$ cat src/rtl/tenure_pkg.sv
package tenure_pkg;
  typedef enum logic {
    MODE_CONV = 1'b0,
    MODE_EXT  = 1'b1
  } bus_mode_e;
endpackage

$ cat src/rtl/tenure_limit_reg.sv
module tenure_limit_reg
  import tenure_pkg::*;
#(
  parameter int LAT_W = 8,
  parameter int RO_LSB = 3,
  parameter logic [LAT_W-1:0] EXT_INIT = 8'h40,
  parameter logic [LAT_W-1:0] CONV_INIT = 8'h00
) (
  input  logic             clk,
  input  logic             rst,
  input  bus_mode_e        mode,
  input  logic             wr_en,
  input  logic [LAT_W-1:0] wr_data,
  output logic [LAT_W-1:0] value
);
  localparam int RW_W = LAT_W - RO_LSB;

  logic [RW_W-1:0] rw_q;

  // Only the upper field is stored; the low field is hard zero.
  always_ff @(posedge clk) begin
    if (rst) begin
      if (mode == MODE_EXT) rw_q <= EXT_INIT[LAT_W-1:RO_LSB];
      else                  rw_q <= CONV_INIT[LAT_W-1:RO_LSB];
    end else if (wr_en) begin
      rw_q <= wr_data[LAT_W-1:RO_LSB];
    end
  end

  assign value = {rw_q, {RO_LSB{1'b0}}};
endmodule

$ cat src/rtl/tenure_counter.sv
module tenure_counter #(
  parameter int LAT_W = 8,
  parameter int CNT_W = 8
) (
  input  logic             clk,
  input  logic             rst,
  input  logic             sec_rst,
  input  logic             frame,
  input  logic [LAT_W-1:0] limit,
  output logic             expire
);
  localparam logic [CNT_W-1:0] CNT_MAX = {CNT_W{1'b1}};

  logic             frame_q;
  logic [CNT_W-1:0] cnt_q;
  logic [CNT_W-1:0] cnt_base;
  logic [CNT_W-1:0] cnt_n;
  logic             start;

  assign start    = frame && !frame_q;
  assign cnt_base = start ? '0 : cnt_q;

  always_comb begin
    if (!frame)                  cnt_n = cnt_q;
    else if (cnt_base == CNT_MAX) cnt_n = CNT_MAX;
    else                         cnt_n = cnt_base + 1'b1;
  end

  assign expire = frame && (cnt_n > CNT_W'(limit));

  always_ff @(posedge clk) begin
    if (rst || sec_rst) begin
      frame_q <= 1'b0;
      cnt_q   <= '0;
    end else begin
      frame_q <= frame;
      cnt_q   <= cnt_n;
    end
  end
endmodule

$ cat src/rtl/tenure_disc_ctrl.sv
module tenure_disc_ctrl
  import tenure_pkg::*;
#(
  parameter int ADDR_W = 32,
  parameter int BND_BITS = 7
) (
  input  logic              clk,
  input  logic              rst,
  input  logic              sec_rst,
  input  bus_mode_e         mode,
  input  logic              frame,
  input  logic              gnt,
  input  logic              split_cpl,
  input  logic [ADDR_W-1:0] addr,
  input  logic              expire,
  output logic              disc_req
);
  logic disc_q, done_q;
  logic disc_n, done_n;
  logic bnd, active, keep;

  assign bnd    = (addr[BND_BITS-1:0] == '0);
  assign active = (mode == MODE_EXT) ? split_cpl : 1'b1;
  assign keep   = frame && !gnt && active;

  always_comb begin
    if (mode == MODE_EXT) begin
      if (disc_q) disc_n = keep && !bnd;
      else        disc_n = keep && expire && !done_q;
      done_n = frame && (done_q || (disc_q && bnd));
    end else begin
      disc_n = keep && expire;
      done_n = 1'b0;
    end
  end

  always_ff @(posedge clk) begin
    if (rst || sec_rst) begin
      disc_q <= 1'b0;
      done_q <= 1'b0;
    end else begin
      disc_q <= disc_n;
      done_q <= done_n;
    end
  end

  assign disc_req = disc_q;
endmodule

$ cat src/rtl/tenure_latency_ctrl.sv
module tenure_latency_ctrl
  import tenure_pkg::*;
#(
  parameter int LAT_W = 8,
  parameter int RO_LSB = 3,
  parameter int CNT_W = 8,
  parameter int ADDR_W = 32,
  parameter int BND_BITS = 7
) (
  input  logic              clk,
  input  logic              rst,
  input  logic              sec_rst,
  input  logic              mode_ext,
  input  logic              lat_wr_en,
  input  logic [LAT_W-1:0]  lat_wr_data,
  output logic [LAT_W-1:0]  lat_value,
  input  logic              frame,
  input  logic              gnt,
  input  logic              split_cpl,
  input  logic [ADDR_W-1:0] addr,
  output logic              disc_req
);
  bus_mode_e mode;
  logic      expire;

  assign mode = mode_ext ? MODE_EXT : MODE_CONV;

  tenure_limit_reg #(.LAT_W(LAT_W), .RO_LSB(RO_LSB)) u_limit (
    .clk(clk), .rst(rst), .mode(mode),
    .wr_en(lat_wr_en), .wr_data(lat_wr_data), .value(lat_value)
  );

  tenure_counter #(.LAT_W(LAT_W), .CNT_W(CNT_W)) u_cnt (
    .clk(clk), .rst(rst), .sec_rst(sec_rst), .frame(frame),
    .limit(lat_value), .expire(expire)
  );

  tenure_disc_ctrl #(.ADDR_W(ADDR_W), .BND_BITS(BND_BITS)) u_disc (
    .clk(clk), .rst(rst), .sec_rst(sec_rst), .mode(mode),
    .frame(frame), .gnt(gnt), .split_cpl(split_cpl), .addr(addr),
    .expire(expire), .disc_req(disc_req)
  );
endmodule

$ cat config.mk
export PLATFORM = sky130hd
export DESIGN_NAME = tenure_latency_ctrl
export DESIGN_NICKNAME = d
export VERILOG_FILES = /design/src/rtl/tenure_pkg.sv /design/src/rtl/tenure_limit_reg.sv /design/src/rtl/tenure_counter.sv /design/src/rtl/tenure_disc_ctrl.sv /design/src/rtl/tenure_latency_ctrl.sv
export SDC_FILE = /design/constraint.sdc
export NUM_CORES = 1
export LEC_CHECK = 0
export ABC_CLOCK_PERIOD_IN_PS = 7400
export BUFFER_PORTS_ARGS = -buffer_cell sky130_fd_sc_hd__buf_4
export CORE_MARGIN = 2
export CORE_UTILIZATION = 36
export DETAILED_ROUTE_END_ITERATION = 12
export PLACE_DENSITY_LB_ADDON = 0.12
export RECOVER_POWER = 50
export SETUP_SLACK_MARGIN = 0.02
export SLEW_MARGIN = 20
export SYNTH_ARGS = -nofsm -noshare
export SYNTH_HDL_FRONTEND = slang
export SYNTH_SLANG_ARGS = --single-unit
$ cat constraint.sdc
create_clock -name clk -period 7.4 [get_ports clk]
set_input_delay 1.48 -clock clk [delete_from_list [all_inputs] [get_ports clk]]
set_output_delay 1.48 -clock clk [all_outputs]
set_load 0.05 [all_outputs]
==> results.toml <==
[outcome]
outcome = "finished, final reports clean"

[grt]
grt_overflow = 0
grt_pass1_vias = 918
grt_max_degree = 23
grt_pass1_wl_um = 4002
antenna_found_initial = 0
track_usage_pct = 15.78

[finish]
multi_input_area_sq_um = 591.8
drive_gt1_share_pct = 27.14
fill_cells = 278
synthToLayoutAreaGrowth_pct = 21.21
antenna_cells = 0
ff_latch_area_sq_um = 370.4
nets = 195
fin_cells = 171

[setup_path]
crit_type = "primary input to register"
crit_required_ns = 7.58
startpoint_type = "primary input"
cp.arrival_ns = 4.08
r2r_start = "u_cnt.frame_q"
rrSetupSlack_ns = 4.33
endpoint = "u_disc.disc_req"
rr_worst_depth = 12
critPathLaunch = "frame"
r2r_end = "u_disc.disc_req"
cp_max_fo = 22
end_kind = "register"

[yosys]
yosysSeqAreaShare_pct = 35.88
ys.flop_type = "dfxtp_1"
synth_cells = 115
synth_top_area_share_pct = 21.33
yosys_warnings = 0
yosysTopAreaCell = "dfxtp_1"
synth_area_sq_mm = 0.001032
synth_edf_count = 5
async_flop_share_pct = 0
ys_seq_elements = 16
ys_types = 45
synth_area_leaders = "dfxtp_1, edfxtp_1, ha_1, a31oi_1, inv_1"
syn-mean-instance-area_sq_um = 8.976

[floorplan]
ioPinCount = 57
start_util_pct = 37.76
core_sq_mm = 0.002734
die_x_um = 57.55
row_count = 19
die-area_sq_mm = 0.003311
die_h_um = 57.55

[clocking]
cts_made_buffers = 3
cts.htree.levels = 1
clock_latency_ns = 0.29
cts.repair.resized = 0
cts_hold_buf = 0
cts_sinks = 16
post-cts-setup-buffers = 0
clkSlewWorstSetupHoldPaths_ns = 0.09
clock_path_buffers = 2
cts_tree = "yes"
root_buffer = "clkbuf_4"

[timing]
fin_crit_ns = 3.896
drv_slew = 0
rsz0062_at_grt = "no"
fin_hold_ws_ns = 0.5473
finalSetupTns_ns = 0
fin_crit_sh_pct = 52.64
hold_viol_final = 0
fmax_ghz = 0.2567
tightestPinTransition_ns = 0.5929
slew_headroom_pct = 60.64
setup_violations = 0
finalClockSkew_ns = 0.0007214

[routing]
vias = 923
drtIter0Drc = 33
drt_wl_total_um = 2249
vias_per_cell = 5.398
ant_nets = 0
drc = 0
wl_per_cell_um = 13.15
first_pass_iters = 4

[power]
fin_total_pwr_uw = 195.8
peakVddDrop_uv = 107.7
leakage_uw = 0.0005273
p_per_area_mw_per_mm2 = 156.5

[placed_design]
gp_congestion = 0.8236
dp_hpwl_um = 1788
port_buffers = 25
placed_cells = 167

[min_path]
holdCritPathClass = "register to register"
holdPathStages = 2

[flow_run]
max_cap_viol_count = 0
power breakdown:
group	internal (uW)	total [uW]	leakage [uW]	switching [uW]
clock network	30.0	59.1	0.0000210	29.1
logic	14.8	40.5	0.000365	25.7
registers	94.1	96.2	0.000142	2.12
total	139	196	0.000527	56.9
flip-flops by register name, indices dropped and copies added, names as in the netlist:
name             count
u_cnt.frame_q        1
u_disc.done_q        1
u_limit.rw_q         5
u_disc.disc_req      1
u_cnt.cnt_q          8
cell usage in the layout (no fill, tap or decap), types with 2 or more instances in the layout:
master    instances
buf_4            18
dfxtp_1          11
inv_1             9
nor2_1            8
clkbuf_4          8
a31oi_1           6
o21ai_0           6
ha_1              6
nand3_1           5
nor2b_1           5
edfxtp_1          5
nand2_1           4
a21oi_1           4
conb_1            3
and3_1            2
and3_2            2
and2_2            2
o31ai_1           2
nor3_1            2
and2_1            2
nand4_1           2
a21boi_0          2
clkbuf_1          2
cell type report:
type	instances	area share [%]
flip-flops and latches	16	29.60
inverters	9	2.700
well taps	31	3.100
multi-input cells	86	47.30
clock buffers	4	2.900
repair buffers	25	14.40
synth_stat cells (all sizes together) (3+ instances only):
cell type and n:
and2 4, nand2 4, edfxtp 5, ha 6, nand4 3, nor2 8, nand3 5, dfxtp 11
inv 9, nor2b 5, and3 4, or2 3, a21oi 5, buf 3, o21ai 6, clkbuf 3
a31oi 6
cells by family after synthesis:
logic type | after synthesis | synth area share, %
mux | 1 | 1.091
fa+ha+maj | 6 | 7.273
flops | 16 | 35.88
simple gates | 44 | 26.06
compound gates | 32 | 21.82
buf+inv | 15 | 7.515
other cells | 1 | 0.3633
critical path, stage by stage:
cell	delay, ns
buf_4	0.19
nand2b_4	0.13
and2_2	0.18
ha_1	0.25
nand4_4	0.20
o31ai_1	0.34
a21oi_1	0.14
ha_1	0.32
a21oi_1	0.14
a21boi_0	0.10
o311ai_0	0.34
a21oi_1	0.11
a21boi_0	0.14
stage by stage:
step	area [sq um]	worst slack (ns)	util, %
after floorplan	1040	3.783	-
after global placement	1222	3.230	44.71
after detailed placement	1222	3.177	44.71
after CTS	1259	3.491	46.04
after global routing	1251	3.243	45.77
final	1251	3.504	45.77
how the worst min path moves through the flow:
stage | slack, ns | from | endpoint
2_1_floorplan | 0.52 | u_disc.done_q | u_disc.done_q
3_3_place_gp | 0.53 | u_disc.done_q | u_disc.done_q
3_5_place_dp | 0.54 | u_disc.done_q | u_disc.done_q
4_1_cts | 0.55 | u_disc.done_q | u_disc.done_q
5_1_grt | 0.58 | u_disc.done_q | u_disc.done_q
6_report | 0.55 | u_disc.done_q | u_disc.done_q
metal layers:
| layer | wire length [um] | part of all wire, % | GRT usage (%) |
|---|---|---|---|
| met2 | 1089 | 48 | 25.65 |
| met5 | 0 | 0 | 0 |
| met4 | 44 | 2.0 | 8.970 |
| met1 | 998 | 44 | 19.49 |
| met3 | 117 | 5.2 | 2.948 |
(Power assumes the default switching activity.)
